$ cat config.mk
export PLATFORM = sky130hd
export DESIGN_NAME = cbus_cycle_seq
export DESIGN_NICKNAME = d
export VERILOG_FILES = /design/src/rtl/cbus_seq_pkg.sv /design/src/rtl/cbus_step_timer.sv /design/src/rtl/cbus_step_fsm.sv /design/src/rtl/cbus_cycle_seq.sv
export SDC_FILE = /design/constraint.sdc
export NUM_CORES = 1
export LEC_CHECK = 0
export ABC_CLOCK_PERIOD_IN_PS = 2650
export BUFFER_PORTS_ARGS = -buffer_cell sky130_fd_sc_hd__buf_2
export CAP_MARGIN = 20
export CORE_MARGIN = 2
export CORE_UTILIZATION = 53
export CTS_CLUSTER_DIAMETER = 150
export DETAILED_ROUTE_END_ITERATION = 8
export GPL_ROUTABILITY_DRIVEN = 0
export PLACE_DENSITY = 0.89
export SETUP_SLACK_MARGIN = 0.1
export SLEW_MARGIN = 20
export SYNTH_ARGS = -nofsm -noshare
export SYNTH_HDL_FRONTEND = slang
export SYNTH_SLANG_ARGS = --single-unit
$ cat constraint.sdc
create_clock -name clk_i -period 2.65 [get_ports clk_i]
set_clock_uncertainty 0.15 [all_clocks]
set_input_delay 0.3975 -clock clk_i [delete_from_list [all_inputs] [get_ports clk_i]]
set_output_delay 0.3975 -clock clk_i [all_outputs]
set_load 0.05 [all_outputs]
$ cat src/rtl/cbus_seq_pkg.sv
package cbus_seq_pkg;

    typedef enum logic [2:0] {
        ST_IDLE    = 3'd0,
        ST_MBA     = 3'd1,
        ST_CARD    = 3'd2,
        ST_FUNC    = 3'd3,
        ST_DATA    = 3'd4,
        ST_STB_ON  = 3'd5,
        ST_STB_OFF = 3'd6
    } step_e;

endpackage

$ cat src/rtl/cbus_step_timer.sv
module cbus_step_timer #(
    parameter int unsigned STEP_CLKS = 500
) (
    input  logic clk_i,
    input  logic rst_ni,
    input  logic run_i,
    output logic last_o
);
    localparam int unsigned CW = (STEP_CLKS > 1) ? $clog2(STEP_CLKS) : 1;
    localparam logic [CW-1:0] LAST = CW'(STEP_CLKS - 1);

    logic [CW-1:0] cnt_d, cnt_q;

    assign last_o = run_i && (cnt_q == LAST);

    always_comb begin
        cnt_d = '0;
        if (run_i && !last_o) begin
            cnt_d = cnt_q + 1'b1;
        end
    end

    always_ff @(posedge clk_i or negedge rst_ni) begin
        if (!rst_ni) cnt_q <= '0;
        else         cnt_q <= cnt_d;
    end

    AST_CNT_IN_RANGE: assert property (@(posedge clk_i) disable iff (!rst_ni)
        cnt_q <= LAST);

endmodule

$ cat src/rtl/cbus_step_fsm.sv
module cbus_step_fsm
    import cbus_seq_pkg::*;
(
    input  logic  clk_i,
    input  logic  rst_ni,
    input  logic  start_i,
    input  logic  last_i,
    output step_e step_o,
    output step_e step_nxt_o,
    output logic  done_o
);
    typedef struct packed {
        step_e step;
        logic  done;
    } fsm_t;

    fsm_t st_d, st_q;

    always_comb begin
        st_d      = st_q;
        st_d.done = 1'b0;
        unique case (st_q.step)
            ST_IDLE:    if (start_i) st_d.step = ST_MBA;
            ST_MBA:     if (last_i)  st_d.step = ST_CARD;
            ST_CARD:    if (last_i)  st_d.step = ST_FUNC;
            ST_FUNC:    if (last_i)  st_d.step = ST_DATA;
            ST_DATA:    if (last_i)  st_d.step = ST_STB_ON;
            ST_STB_ON:  if (last_i)  st_d.step = ST_STB_OFF;
            ST_STB_OFF: if (last_i) begin
                st_d.step = ST_IDLE;
                st_d.done = 1'b1;
            end
            default:    st_d.step = ST_IDLE;
        endcase
    end

    always_ff @(posedge clk_i or negedge rst_ni) begin
        if (!rst_ni) st_q <= '{step: ST_IDLE, done: 1'b0};
        else         st_q <= st_d;
    end

    assign step_o     = st_q.step;
    assign step_nxt_o = st_d.step;
    assign done_o     = st_q.done;

    AST_DONE_FROM_LAST: assert property (@(posedge clk_i) disable iff (!rst_ni)
        done_o |-> (st_q.step == ST_IDLE) && ($past(st_q.step) == ST_STB_OFF));

endmodule

$ cat src/rtl/cbus_cycle_seq.sv
module cbus_cycle_seq
    import cbus_seq_pkg::*;
#(
    parameter int unsigned STEP_CLKS = 500,
    parameter int unsigned MBA_W     = 8,
    parameter int unsigned CARD_W    = 6,
    parameter int unsigned FUNC_W    = 8,
    parameter int unsigned DATA_W    = 8
) (
    input  logic              clk_i,
    input  logic              rst_ni,
    input  logic              start_i,
    input  logic              rd_i,
    input  logic [MBA_W-1:0]  mba_i,
    input  logic [CARD_W-1:0] card_i,
    input  logic [FUNC_W-1:0] func_i,
    input  logic [DATA_W-1:0] wdata_i,
    output logic              busy_o,
    output logic              done_o,
    output logic [DATA_W-1:0] rdata_o,
    output logic [MBA_W-1:0]  bus_mba_o,
    output logic [CARD_W-1:0] bus_card_o,
    output logic              bus_strobe_o,
    output logic              bus_dir_o,
    output logic [FUNC_W-1:0] bus_func_o,
    output logic [DATA_W-1:0] bus_wdata_o,
    input  logic [DATA_W-1:0] bus_rdata_i
);
    typedef struct packed {
        logic              rd;
        logic [CARD_W-1:0] card;
        logic [FUNC_W-1:0] func;
        logic [DATA_W-1:0] wdata;
    } cmd_t;

    typedef struct packed {
        cmd_t              cmd;
        logic [MBA_W-1:0]  mba;
        logic [CARD_W-1:0] card;
        logic              strobe;
        logic              dir;
        logic [FUNC_W-1:0] func;
        logic [DATA_W-1:0] wdata;
        logic [DATA_W-1:0] rdata;
    } regs_t;

    regs_t r_d, r_q;
    step_e step_q, step_nxt;
    logic  last_w;

    assign busy_o = (step_q != ST_IDLE);

    cbus_step_timer #(.STEP_CLKS(STEP_CLKS)) u_timer (
        .clk_i  (clk_i),
        .rst_ni (rst_ni),
        .run_i  (busy_o),
        .last_o (last_w)
    );

    cbus_step_fsm u_fsm (
        .clk_i      (clk_i),
        .rst_ni     (rst_ni),
        .start_i    (start_i),
        .last_i     (last_w),
        .step_o     (step_q),
        .step_nxt_o (step_nxt),
        .done_o     (done_o)
    );

    always_comb begin
        r_d = r_q;
        if (step_nxt != step_q) begin
            unique case (step_nxt)
                ST_MBA: begin
                    r_d.mba       = mba_i;
                    r_d.cmd.rd    = rd_i;
                    r_d.cmd.card  = card_i;
                    r_d.cmd.func  = func_i;
                    r_d.cmd.wdata = wdata_i;
                end
                ST_CARD: begin
                    r_d.card   = r_q.cmd.card;
                    r_d.dir    = !r_q.cmd.rd;
                    r_d.strobe = 1'b0;
                end
                ST_FUNC:   r_d.func = r_q.cmd.func;
                ST_DATA:   if (!r_q.cmd.rd) r_d.wdata = r_q.cmd.wdata;
                ST_STB_ON: r_d.strobe = 1'b1;
                ST_STB_OFF: begin
                    r_d.strobe = 1'b0;
                    if (r_q.cmd.rd) r_d.rdata = bus_rdata_i;
                end
                default: ;
            endcase
        end
    end

    always_ff @(posedge clk_i or negedge rst_ni) begin
        if (!rst_ni) r_q <= '0;
        else         r_q <= r_d;
    end

    assign bus_mba_o    = r_q.mba;
    assign bus_card_o   = r_q.card;
    assign bus_strobe_o = r_q.strobe;
    assign bus_dir_o    = r_q.dir;
    assign bus_func_o   = r_q.func;
    assign bus_wdata_o  = r_q.wdata;
    assign rdata_o      = r_q.rdata;

    AST_CARD_HELD_AT_RISE: assert property (@(posedge clk_i) disable iff (!rst_ni)
        $rose(bus_strobe_o) |-> $stable(bus_card_o) && $stable(bus_dir_o));
    AST_CARD_HELD_AT_FALL: assert property (@(posedge clk_i) disable iff (!rst_ni)
        $fell(bus_strobe_o) |-> $stable(bus_card_o) && $stable(bus_dir_o));
    AST_STROBE_IN_CYCLE: assert property (@(posedge clk_i) disable iff (!rst_ni)
        bus_strobe_o |-> busy_o);
    AST_DONE_SINGLE: assert property (@(posedge clk_i) disable iff (!rst_ni)
        done_o |=> !done_o);
    AST_DONE_ENDS_BUSY: assert property (@(posedge clk_i) disable iff (!rst_ni)
        done_o |-> !busy_o && $past(busy_o));
    AST_CMD_LOCKED: assert property (@(posedge clk_i) disable iff (!rst_ni)
        busy_o && $past(busy_o) |-> $stable(r_q.cmd));
    AST_WRITE_KEEPS_RDATA: assert property (@(posedge clk_i) disable iff (!rst_ni)
        busy_o && $past(busy_o) && !r_q.cmd.rd |-> $stable(rdata_o));

endmodule

* Word-level counts from Yosys, hierarchy flattened *
Index checks and enable logic that the tools add are counted.

cells by class
  add/subtract/negate cells = 1
  equal/unequal tests = 14
  mux-type cells = 11
  bitwise logic cells = 1
  reductions and logical operators = 14

operator list
  operator                                                               number
  3-bit one-hot mux with 7 select lines                                  1
  3-bit equality test, second input constant                             6
  3-bit two-way mux                                                      6
  3-bit by 2-bit equality test with 1-bit output, second input constant  4
  9-bit by 1-bit adder with 9-bit output, second input constant          1
  9-bit equality test, second input constant                             1
  9-bit two-way mux                                                      1
  2-bit AND reduction                                                    4
  3-bit by 1-bit equality test with 1-bit output, second input constant  2
  3-bit AND reduction                                                    2
  4-bit two-way mux                                                      1
  3-bit logical NOT                                                      1
  3-bit inequality test                                                  1
  3-bit nonzero test                                                     1
  1-bit logical AND                                                      2
  1-bit logical NOT                                                      2
  1-bit one-hot mux with 2 select lines                                  1
  2-bit nonzero test                                                     1
  2-bit OR reduction                                                     1
  1-bit two-way mux                                                      1
  1-bit inverter                                                         1

storage, ports and cells
  register bits after elaboration = 76
  input port bits = 42
  output and inout bits = 42
  logic and storage cells = 55

* Logic depth before layout (Yosys ltp) *
Gate-level depths: netlist of run 1.

  depth after elaboration = 8
  depth in mapped cells = 6
  depth with buffers taken out = 5

* By module *
Synthesis of run 1 repeated with hierarchy kept, for this count alone.

second synthesis, totals
  cells, all modules = 263
  area, all modules = 3522.1 sq um

modules (own cells, without submodules)
  module           instances  cells an instance  area each (sq um)  seq. area each (sq um)
  cbus_cycle_seq   1          196                2803.9             1576.5
  cbus_step_timer  1          47                 493.0              225.2
  cbus_step_fsm    1          20                 225.2              100.1

* Least setup slack after synthesis of run 1 *
No wires, ideal clock.

  path kind = reg-to-reg
  start = reg u_timer.cnt_q[2]
  end = reg r_q, in the netlist rdata_o[0]
  setup time = 125 ps
  arrival = 2085 ps
  data required time = 2375 ps
  setup slack = 290 ps
  stages on the path, launching flop included = 6
  path buffers = 1
  period minus slack after synthesis = 2360 ps
  path through = dfrtp_1 > buf_4 > and4bb_2 > or4b_4 > nor3_2 > mux2_2

between the ends
  cells in the longest elaborated chain, start to end = 6
  elaborated cells on any way between the ends = 12
  those cells by class = eq/ne (3); mux (7); reduce/logical (2)

ends and longest elaborated chain
  item                                                                 line                                        RTL
  start: declaration                                                   cbus_step_timer.sv:12                       logic [CW-1:0] cnt_d, cnt_q;
  start signal: assignment                                             cbus_step_timer.sv:25                       else cnt_q <= cnt_d;
  9-bit equality test (*)                                              cbus_step_timer.sv:14                       assign last_o = run_i && (cnt_q == LAST);
  1-bit logical AND (*)                                                cbus_step_timer.sv:14
  4-bit two-way mux, or another cell as far along                      cbus_step_fsm.sv:29                         ST_STB_OFF: if (last_i) begin
  3-bit one-hot mux with 7 select lines (*)                            cbus_step_fsm.sv:22                         unique case (st_q.step)
  3-bit inequality test / 3-bit equality test (equally long branches)  cbus_cycle_seq.sv:72, cbus_cycle_seq.sv:73
  3-bit AND reduction (no source line) (*)                             n/a
  end signal: assignment                                               cbus_cycle_seq.sv:100                       else r_q <= r_d;
  end: declaration                                                     cbus_cycle_seq.sv:47                        regs_t r_d, r_q;

Every way passes the cells marked *; elsewhere a longest branch is shown, timed or not.
A chain may end at the register's enable or synchronous reset.

* Worst setup path in the final report of run 1 *
  start = reg u_timer.cnt_q[2]
  end = reg r_q, in the netlist bus_wdata_o[6]

The elaborated chain is that of the path after synthesis.

==> results.json, run 1 <==
{
  "synthMuxAreaShare": 0.210,
  "yosys_warnings": 0,
  "numCtsBuffers": 9,
  "ys_ff_latch": 76,
  "endpoint_kind": "register",
  "clk_pin_slew_worst_paths_ps": 70,
  "syn_area_per_cell_um2": 13.2,
  "synth_top_family_by_area": "multiplexers",
  "port_buffers": 83,
  "setup_ws_ps": 232,
  "required_ps": 2720,
  "cp.arrival_ps": 2490,
  "wire_per_inst_um": 15.0,
  "dieArea_um2": 6990,
  "synth_edf_count": 0,
  "seq_area_frac_synth": 0.566,
  "power_density_nw_per_um2": 779,
  "post_cts_resized": 0,
  "synth_nets": 298,
  "p_total_mw": 2.97,
  "drc": 0,
  "start_util": 0.538,
  "rsz0062_at_grt": "no",
  "fin_crit_ps": 2420,
  "clock_path_buffers": 2,
  "cts_hold_buf": 0,
  "synthCells": 255,
  "vias": 2042,
  "finalSetupViolations": 0,
  "grt_pass1_vias": 2055,
  "cts_tree": "done",
  "clock_latency_ps": 340,
  "hpwl_um": 4020,
  "worst_pin_slew_ps": 928,
  "synth_cell_types": 36,
  "finalHoldViolCount": 0,
  "antenna_cells": 0,
  "synth_xor_area_frac": 0.00782,
  "yosys.area_share.adder": 0.00670,
  "die_h_um": 83.6,
  "syn_to_final_growth_pct": 13.5,
  "synth_area_um2": 3360,
  "min_period_over_period": 0.913,
  "overflow": 0,
  "drtIter0Drc": 127,
  "rows": 29,
  "cap_violations": 0,
  "fmax_mhz": 413,
  "clock_sinks": 76,
  "ir_drop_uv": 542,
  "timing.rr.start": "u_timer.cnt_q[2]",
  "grt_max_degree": 77,
  "fin_util": 0.611,
  "slew_headroom": 0.382,
  "synth_area_leaders": "dfrtp_1, mux2_2, buf_4, nand2_1, a21oi_1",
  "synthArstFlopShare": 1.00,
  "grt_first_pass_wirelength_um": 9920,
  "io_pins": 84,
  "synth-simple-area-share": 0.0752,
  "nets": 350,
  "antenna_left": 0,
  "drive_gt1_frac": 0.543,
  "core_area_um2": 6240,
  "synth_compound_area_frac": 0.0279,
  "grt_antenna_before_repair": 0,
  "synthFlopType": "dfrtp_1",
  "cts_root_buf": "clkbuf_8",
  "drt_wl_total_um": 5810,
  "hold_class": "in2async",
  "slew_viol_final": 0,
  "setup-tns-final_ps": 0,
  "post_cts_buffers": 0,
  "track_usage": 0.181,
  "crit_start": "u_timer.cnt_q[2]",
  "synth_top_area_share": 0.566,
  "drtPass1Iterations": 4,
  "status": "finished clean",
  "die_x_um": 83.6,
  "crit_fanout": 9,
  "h-tree-depth": 3,
  "leakagePower_nw": 1.98,
  "dp_slack_ps": 232,
  "crit_type": "reg2reg",
  "synth_top_cell_by_area": "dfrtp_1",
  "setup.worst_path.start_class": "register",
  "post_drt_via_cell_ratio": 5.26
}
==> area by class of cell <==
| type | count | area [um2] |
|---|---|---|
| clock inverters | 4 | 73.8 |
| well taps | 77 | 96.3 |
| inverters | 6 | 22.5 |
| multi-input cells | 125 | 1100 |
| fillers | 511 | 2430 |
| flip-flops and latches | 76 | 1900 |
| clock buffers | 11 | 141 |
| repair buffers | 89 | 475 |
==> worst paths after layout <==
check	end	slack, ps	cells after the start
max in group asynchronous	rdata_o[2]	1700	1
min in group clk_i	r_q[56]	140	2
max	bus_wdata_o[6]	230	4
min reg2reg	bus_card_o[1]	350	1
min	r_q[52]	50	1
max reg2reg	bus_wdata_o[6]	230	4
==> Yosys cell counts (2+ instances only) <==
cell type and n:
buf_2 5, a31oi_1 4, o21ai_0 5, inv_1 6
clkbuf_1 4, nand4_1 2, xnor2_1 2, nand3_1 4
mux2_2 61, nor2_1 5, mux2i_1 2, dfrtp_1 76
a21oi_1 5, buf_4 39, nor3_1 3, nor3_2 2
or3_1 3, nand2_1 7, nor4b_1 2, and3_1 2
==> metal layers <==
layer,vias to the layer above,track usage,share of wire
li1,945,-,-
met1,1009,0.236,0.43
met2,81,0.287,0.49
met3,7,0.0603,0.071
met4,0,0.0587,0.011
met5,-,0,0
==> placed cells by master (no fill, tap or decap), types with 2 or more instances in the layout <==
| cell type | netlist | routed |
|---|---|---|
| a21oi_1 | 5 | 5 |
| a31oi_1 | 4 | 4 |
| and2_1 | 1 | 2 |
| and3_1 | 2 | 2 |
| buf_2 | 5 | 82 |
| buf_4 | 39 | 6 |
| bufinv_16 | 0 | 2 |
| clkbuf_8 | 0 | 10 |
| dfrtp_1 | 76 | 76 |
| inv_1 | 6 | 6 |
| mux2_2 | 61 | 61 |
| mux2i_1 | 2 | 2 |
| nand2_1 | 7 | 7 |
| nand3_1 | 4 | 4 |
| nand4_1 | 2 | 2 |
| nor2_1 | 5 | 5 |
| nor3_1 | 3 | 3 |
| nor3_2 | 2 | 2 |
| nor4b_1 | 2 | 2 |
| o21ai_0 | 5 | 5 |
| or3_1 | 3 | 3 |
| xnor2_1 | 2 | 2 |
==> sequential cells by signal, summed over array words and instances, names as in the netlist, 3 cells and up <==
register	flops
r_q	23
u_timer.cnt_q	9
bus_func_o	8
bus_mba_o	8
bus_wdata_o	8
rdata_o	8
bus_card_o	6
u_fsm.step_o	3
==> worst max-delay path, stage by stage (launching register included) <==
cell	delay, ps
dfrtp_1	460
and4bb_2	370
or4b_4	490
or3_1	490
mux2_2	340
==> kinds of logic (layout without fill, tap and decap cells) <==
kind of cell	count (synthesis)	in the layout
XOR/XNOR	3	3
buffers and inverters	54	110
adder cells (fa/ha/maj)	2	2
flip-flops	76	76
AND/OR/NAND/NOR	41	41
AO/OA/AOI/OAI	16	16
multiplexers	63	63
==> stage by stage <==
stage,area (um2),cells,hold WS (ps)
after global placement,3600,373,331
after global routing,3810,388,113
after CTS,3810,388,80.2
after floorplan,3360,255,-48.1
after detailed placement,3600,373,338
final,3810,388,50.0
==> where the power goes <==
part           switching, mW  leakage [nW]  total, mW  internal [mW]
Combinational          0.326         0.893      0.565          0.239
Sequential             0.141         0.982       1.46           1.32
Clock                  0.396         0.109      0.947          0.551
(Power assumes the default switching activity.)
==> inputs of run 2 (changes only) <==
--- a/config.mk
+++ b/config.mk
@@ -13,9 +13,10 @@
 export CTS_CLUSTER_DIAMETER = 150
 export DETAILED_ROUTE_END_ITERATION = 8
 export GPL_ROUTABILITY_DRIVEN = 0
-export PLACE_DENSITY = 0.89
+export PLACE_DENSITY = 0.88
 export SETUP_SLACK_MARGIN = 0.1
 export SLEW_MARGIN = 20
 export SYNTH_ARGS = -nofsm -noshare
 export SYNTH_HDL_FRONTEND = slang
+export SYNTH_HIERARCHICAL = 1
 export SYNTH_SLANG_ARGS = --single-unit
==> results.json, run 2 <==
{
  "hold_class": "in2async",
  "critPathMaxStageDelay_ps": 400,
  "vias": 2279,
  "grt_max_degree": 77,
  "leakagePower_nw": 2.31,
  "endpoint_kind": "register",
  "fin_crit_ps": 2750,
  "synthFlopType": "dfrtp_1",
  "overflow": 0,
  "crit_chain": "or3_4, and3_4, a22o_1, nor4_4, nor4b_4, buf_4, buf_8, mux2_2",
  "cts_root_buf": "clkbuf_8",
  "die_h_um": 85.5,
  "regMostFlops": "r_q",
  "antenna_left": 0,
  "slowest_stage": "or3_4",
  "clock_path_buffers": 2,
  "rsz0062_at_grt": "yes",
  "violations": "negative setup slack",
  "clock_sinks": 76,
  "post_drt_via_cell_ratio": 5.35,
  "drtPass1Iterations": 5,
  "crit_family": "simple AND/OR/NAND/NOR gates",
  "grt_antenna_before_repair": 0,
  "layout_common_cells": "buf_2, dfrtp_1, mux2_4",
  "h-tree-depth": 3,
  "dieArea_um2": 7310,
  "synth_top_area_share": 0.540,
  "synthCells": 263,
  "antenna_cells": 0,
  "reg_top3": "r_q: 23 flops, u_timer/cnt_q: 9 flops",
  "status": "complete, but fails checks",
  "synth_edf_count": 0,
  "seq_area_frac_synth": 0.540,
  "worst_pin_slew_ps": 944,
  "grt_pass1_vias": 2342,
  "synth_area_leaders": "dfrtp_1, mux2_2, buf_4, o21ai_0, nor3b_1",
  "syn_area_per_cell_um2": 13.4,
  "dr_wl_met2_um": 3850,
  "required_ps": 2740,
  "power_density_nw_per_um2": 627,
  "grt_first_pass_wirelength_um": 12000,
  "switching_power_mw": 0.752,
  "port_buffers": 83,
  "final_common_cell": "buf_2",
  "nets": 387,
  "largest_register_ffs": 23,
  "min_period_over_period": 1.04,
  "wire_per_inst_um": 17.8,
  "setup.worst_path.start_class": "register",
  "swShare": 0.261,
  "fmax_mhz": 364,
  "drtIter0Drc": 73,
  "io_pins": 84,
  "ir_drop_uv": 481,
  "cap_violations": 0,
  "drive_gt1_frac": 0.630,
  "crit_type": "reg2reg",
  "path_buf_inv": 2,
  "dp_slack_ps": -131,
  "yosys_warnings": 6,
  "synthArstFlopShare": 1.00,
  "synth_most_common_cell": "dfrtp_1",
  "synth_cell_types": 44,
  "place_area_um2": 3950,
  "route.met3.wl_um": 378,
  "drc": 0,
  "cts_tree": "done",
  "track_usage": 0.212,
  "syn_to_final_growth_pct": 30.6,
  "core_area_um2": 6390,
  "die_x_um": 85.5,
  "pwr-share-seq": 0.474,
  "drt_wl_total_um": 7570,
  "synthTopCellsByCount": "dfrtp_1, mux2_2, buf_4, nor2_1",
  "setup_ws_ps": -99.6,
  "finalSetupViolations": 57,
  "finalHoldViolCount": 0,
  "synth_nets": 306,
  "n_fill_cell": 428,
  "top_layer": "met4",
  "crit_fanout": 7,
  "power_frac_clock": 0.367,
  "clock_latency_ps": 350,
  "synth_top_cell_by_area": "dfrtp_1",
  "intPower_mw": 2.13,
  "cts_hold_buf": 0,
  "fin_area_um2": 4600,
  "cp.arrival_ps": 2840,
  "pwr-share-comb": 0.159,
  "numCtsBuffers": 9,
  "rows": 29,
  "slew_headroom": 0.370,
  "wl_met1_um": 3180,
  "ys_ff_latch": 76,
  "synth_area_um2": 3520,
  "start_util": 0.552,
  "hpwl_um": 4440,
  "clk_pin_slew_worst_paths_ps": 80,
  "slew_viol_final": 0
}
run 2: changes by cell type after synthesis, moves of 3 or more:
| cell | previous run | this run |
|---|---|---|
| nand2_1 | 7 | 3 |
| nor3b_1 | 1 | 4 |
| clkbuf_1 | 4 | 0 |
| buf_4 | 39 | 45 |
| a31oi_1 | 4 | 0 |
| a21oi_1 | 5 | 2 |
run 2: timing repair:
item	4_1_cts	5_1_grt
buffers inserted	5	5
pin swaps	0	4
gates resized for setup	52	12
gates cloned	2	2
endpoints found under the setup margin	61	63
run 2: through the flow:
step / setup TNS [ps] / cells / hold slack (ps) / utilization / power [mW]
final: -3000 / 426 / 33.5 / 0.720 / 2.88
after global routing: -8630 / 426 / 101 / 0.720 / 3.01
after CTS: -2680 / 419 / 75.2 / 0.700 / 2.88
after detailed placement: -4280 / 396 / 339 / 0.618 / 1.80
after global placement: -1860 / 396 / 333 / 0.618 / 1.77
after floorplan: -23800 / 263 / -48.1 / - / 1.67
run 2: power by group through the flow:
stage | Clock (mW) | Combinational [mW] | Sequential [mW]
after detailed placement | 0 | 0.427 | 1.38
after floorplan | 0 | 0.304 | 1.36
after global placement | 0 | 0.406 | 1.37
final | 1.06 | 0.458 | 1.37
after global routing | 1.13 | 0.500 | 1.38
after CTS | 1.07 | 0.449 | 1.36
run 2: per-layer routing:
metal	up-vias	global-route usage
li1	1038	-
met1	1147	0.268
met2	81	0.347
met3	13	0.0587
met4	0	0.0851
met5	-	0
run 2: worst paths after layout:
check | endpoint | slack, ps | start | cells after the start
worst max-delay path | bus_mba_o[0] | -100 | u_fsm/step_o[0] | 8
worst max register to register | bus_mba_o[0] | -100 | u_fsm/step_o[0] | 8
max in group asynchronous | rdata_o[1] | 1710 | rst_ni | 1
worst min register to register | bus_card_o[3] | 350 | bus_card_o[3] | 1
worst min-delay path | r_q[60] | 30 | rst_ni | 1
min in group clk_i | r_q[53] | 120 | func_i[5] | 2
run 2: cell type report:
type / count / area, um2 / share of cell area
flip-flops and latches: 76 / 1900 / 0.413
multi-input cells: 130 / 1510 / 0.329
repair buffers: 120 / 820 / 0.178
clock buffers: 10 / 128 / 0.0277
clock inverters: 6 / 113 / 0.0245
well taps: 77 / 96.3 / 0.0209
inverters: 7 / 28.8 / 0.00626
run 2: kinds of logic (layout without fill, tap and decap cells):
logic type,after synthesis,count (layout),synth area share
compound gates,21,21,0.0565
flops,76,76,0.540
simple gates,39,39,0.0714
fa+ha+maj,2,2,0.00675
mux,63,63,0.201
buf+inv,57,143,0.112
xor+xnor,5,5,0.0124
==> inputs of run 3 (changes only) <==
--- a/config.mk
+++ b/config.mk
@@ -5,17 +5,16 @@
 export SDC_FILE = /design/constraint.sdc
 export NUM_CORES = 1
 export LEC_CHECK = 0
-export ABC_CLOCK_PERIOD_IN_PS = 2650
+export ABC_CLOCK_PERIOD_IN_PS = 2850
 export BUFFER_PORTS_ARGS = -buffer_cell sky130_fd_sc_hd__buf_2
 export CAP_MARGIN = 20
 export CORE_MARGIN = 2
-export CORE_UTILIZATION = 53
+export CORE_UTILIZATION = 49
 export CTS_CLUSTER_DIAMETER = 150
 export DETAILED_ROUTE_END_ITERATION = 8
 export GPL_ROUTABILITY_DRIVEN = 0
-export PLACE_DENSITY = 0.88
+export PLACE_DENSITY = 0.83
 export SETUP_SLACK_MARGIN = 0.1
-export SLEW_MARGIN = 20
 export SYNTH_ARGS = -nofsm -noshare
 export SYNTH_HDL_FRONTEND = slang
 export SYNTH_HIERARCHICAL = 1
==> constraint.sdc (replaced) <==
create_clock -name clk_i -period 2.85 [get_ports clk_i]
set_clock_uncertainty 0.15 [all_clocks]
set_input_delay 0.4275 -clock clk_i [delete_from_list [all_inputs] [get_ports clk_i]]
set_output_delay 0.4275 -clock clk_i [all_outputs]
set_load 0.05 [all_outputs]
==> results.json, run 3 (synthesis gave the netlist of run 2 again) <==
{
  "drc": 0,
  "rsz0062_at_grt": "yes",
  "switching_power_mw": 0.685,
  "endpoint_kind": "register",
  "setup.worst_path.start_class": "register",
  "vias": 2151,
  "grt_util_met3": 0.0401,
  "clock_sinks": 76,
  "final_common_cell": "buf_2",
  "slew_viol_final": 0,
  "drive_gt1_frac": 0.611,
  "largest_register_ffs": 23,
  "n_fill_cell": 545,
  "hpwl_um": 4310,
  "finalHoldViolCount": 0,
  "pwr-share-comb": 0.144,
  "leakagePower_nw": 2.15,
  "dieArea_um2": 7880,
  "core_area_um2": 6870,
  "min_period_over_period": 0.947,
  "io_pins": 84,
  "power_density_nw_per_um2": 605,
  "seqCellArea_um2": 1900,
  "antenna_cells": 0,
  "die_x_um": 88.8,
  "reg_top3": "r_q: 23 flops, u_timer/cnt_q: 9 flops",
  "place_area_um2": 3910,
  "port_buffers": 83,
  "fin_area_um2": 4350,
  "grtUsageMet2": 0.283,
  "ir_drop_uv": 487,
  "syn_to_final_growth_pct": 23.5,
  "crit_fanout": 16,
  "hold_class": "in2async",
  "clock_path_buffers": 2,
  "rows": 30,
  "slew_headroom": 0.386,
  "die_h_um": 88.8,
  "grt_most_used_layer": "met2",
  "grt_antenna_before_repair": 0,
  "drt_wl_total_um": 6630,
  "drtPass1Iterations": 4,
  "grt_util_met1": 0.217,
  "wire_per_inst_um": 15.4,
  "nets": 372,
  "cap_violations": 0,
  "pwr-share-seq": 0.481,
  "swShare": 0.260,
  "status": "finished clean",
  "worst_pin_slew_ps": 921,
  "setup-tns-final_ps": 0,
  "required_ps": 2930,
  "fin_crit_ps": 2700,
  "grt_pass1_vias": 2157,
  "track_usage": 0.171,
  "finalSetupViolations": 0,
  "multi_input_area_um2": 1410,
  "cts_hold_buf": 0,
  "h-tree-depth": 3,
  "clk_pin_slew_worst_paths_ps": 80,
  "post_drt_via_cell_ratio": 5.00,
  "layout_common_cells": "buf_2, dfrtp_1, mux2_2",
  "p_total_mw": 2.63,
  "cp.arrival_ps": 2780,
  "intPower_mw": 1.95,
  "overflow": 0,
  "cts_tree": "done",
  "grt_first_pass_wirelength_um": 10200,
  "numCtsBuffers": 9,
  "grt_max_degree": 77,
  "fmax_mhz": 371,
  "regMostFlops": "r_q",
  "power_frac_clock": 0.375,
  "cts_root_buf": "clkbuf_8",
  "crit_type": "reg2reg",
  "start_util": 0.513,
  "clock_latency_ps": 350,
  "worst_hold_slack_ps": 50.4,
  "antenna_left": 0,
  "drtIter0Drc": 114
}
run 3: final timing paths:
check	end	cells after the start	slack, ps	start
min in group clk_i	bus_mba_o[1]	2	150	mba_i[1]
hold reg to reg	rdata_o[5]	1	350	rdata_o[5]
hold / removal	bus_mba_o[2]	1	50	rst_ni
setup / recovery	r_q[61]	8	150	u_fsm/step_o[0]
max in group asynchronous	rdata_o[1]	1	1890	rst_ni
setup reg to reg	r_q[61]	8	150	u_fsm/step_o[0]
run 3: layout make-up:
class,instances,area share
well taps,96,0.0276
clock inverters,6,0.0256
inverters,7,0.00661
repair buffers,105,0.149
clock buffers,10,0.0293
multi-input cells,130,0.325
flip-flops and latches,76,0.437
run 3: metrics by stage:
step	std cells	util	worst slack (ps)
floorplan	263	-	-216
global placement	407	0.569	96.4
detailed placement	407	0.569	-33.7
CTS	425	0.615	73.9
global route	430	0.633	54.2
finish	430	0.633	152
run 3: critical path: stages (launching register included):
cell,delay [ps]
dfrtp_1,380
or3_4,390
and3_4,220
a22o_1,260
nor4_4,230
nor4b_4,240
buf_4,190
buf_12,160
mux2_2,350
run 3: power groups by stage:
stage          clock network [mW]  logic [mW]  registers, mW
3_3_place_gp                    0       0.364           1.28
5_1_grt                      1.05       0.412           1.28
6_report                    0.987       0.378           1.27
3_5_place_dp                    0       0.376           1.28
2_1_floorplan                   0       0.282           1.27
4_1_cts                      1.01       0.379           1.27
run 3: per-layer routing:
metal	up-vias	wire [um]
li1	1017	-
met1	1064	2930
met2	63	3300
met3	7	330
met4	0	69
met5	-	0
run 3: timing repair:
item                       4_1_cts  5_1_grt
resized for setup               11       17
setup endpoints to repair       53       62
buffers inserted                 2        3
cloned                           0        2
pin swaps                        0        2
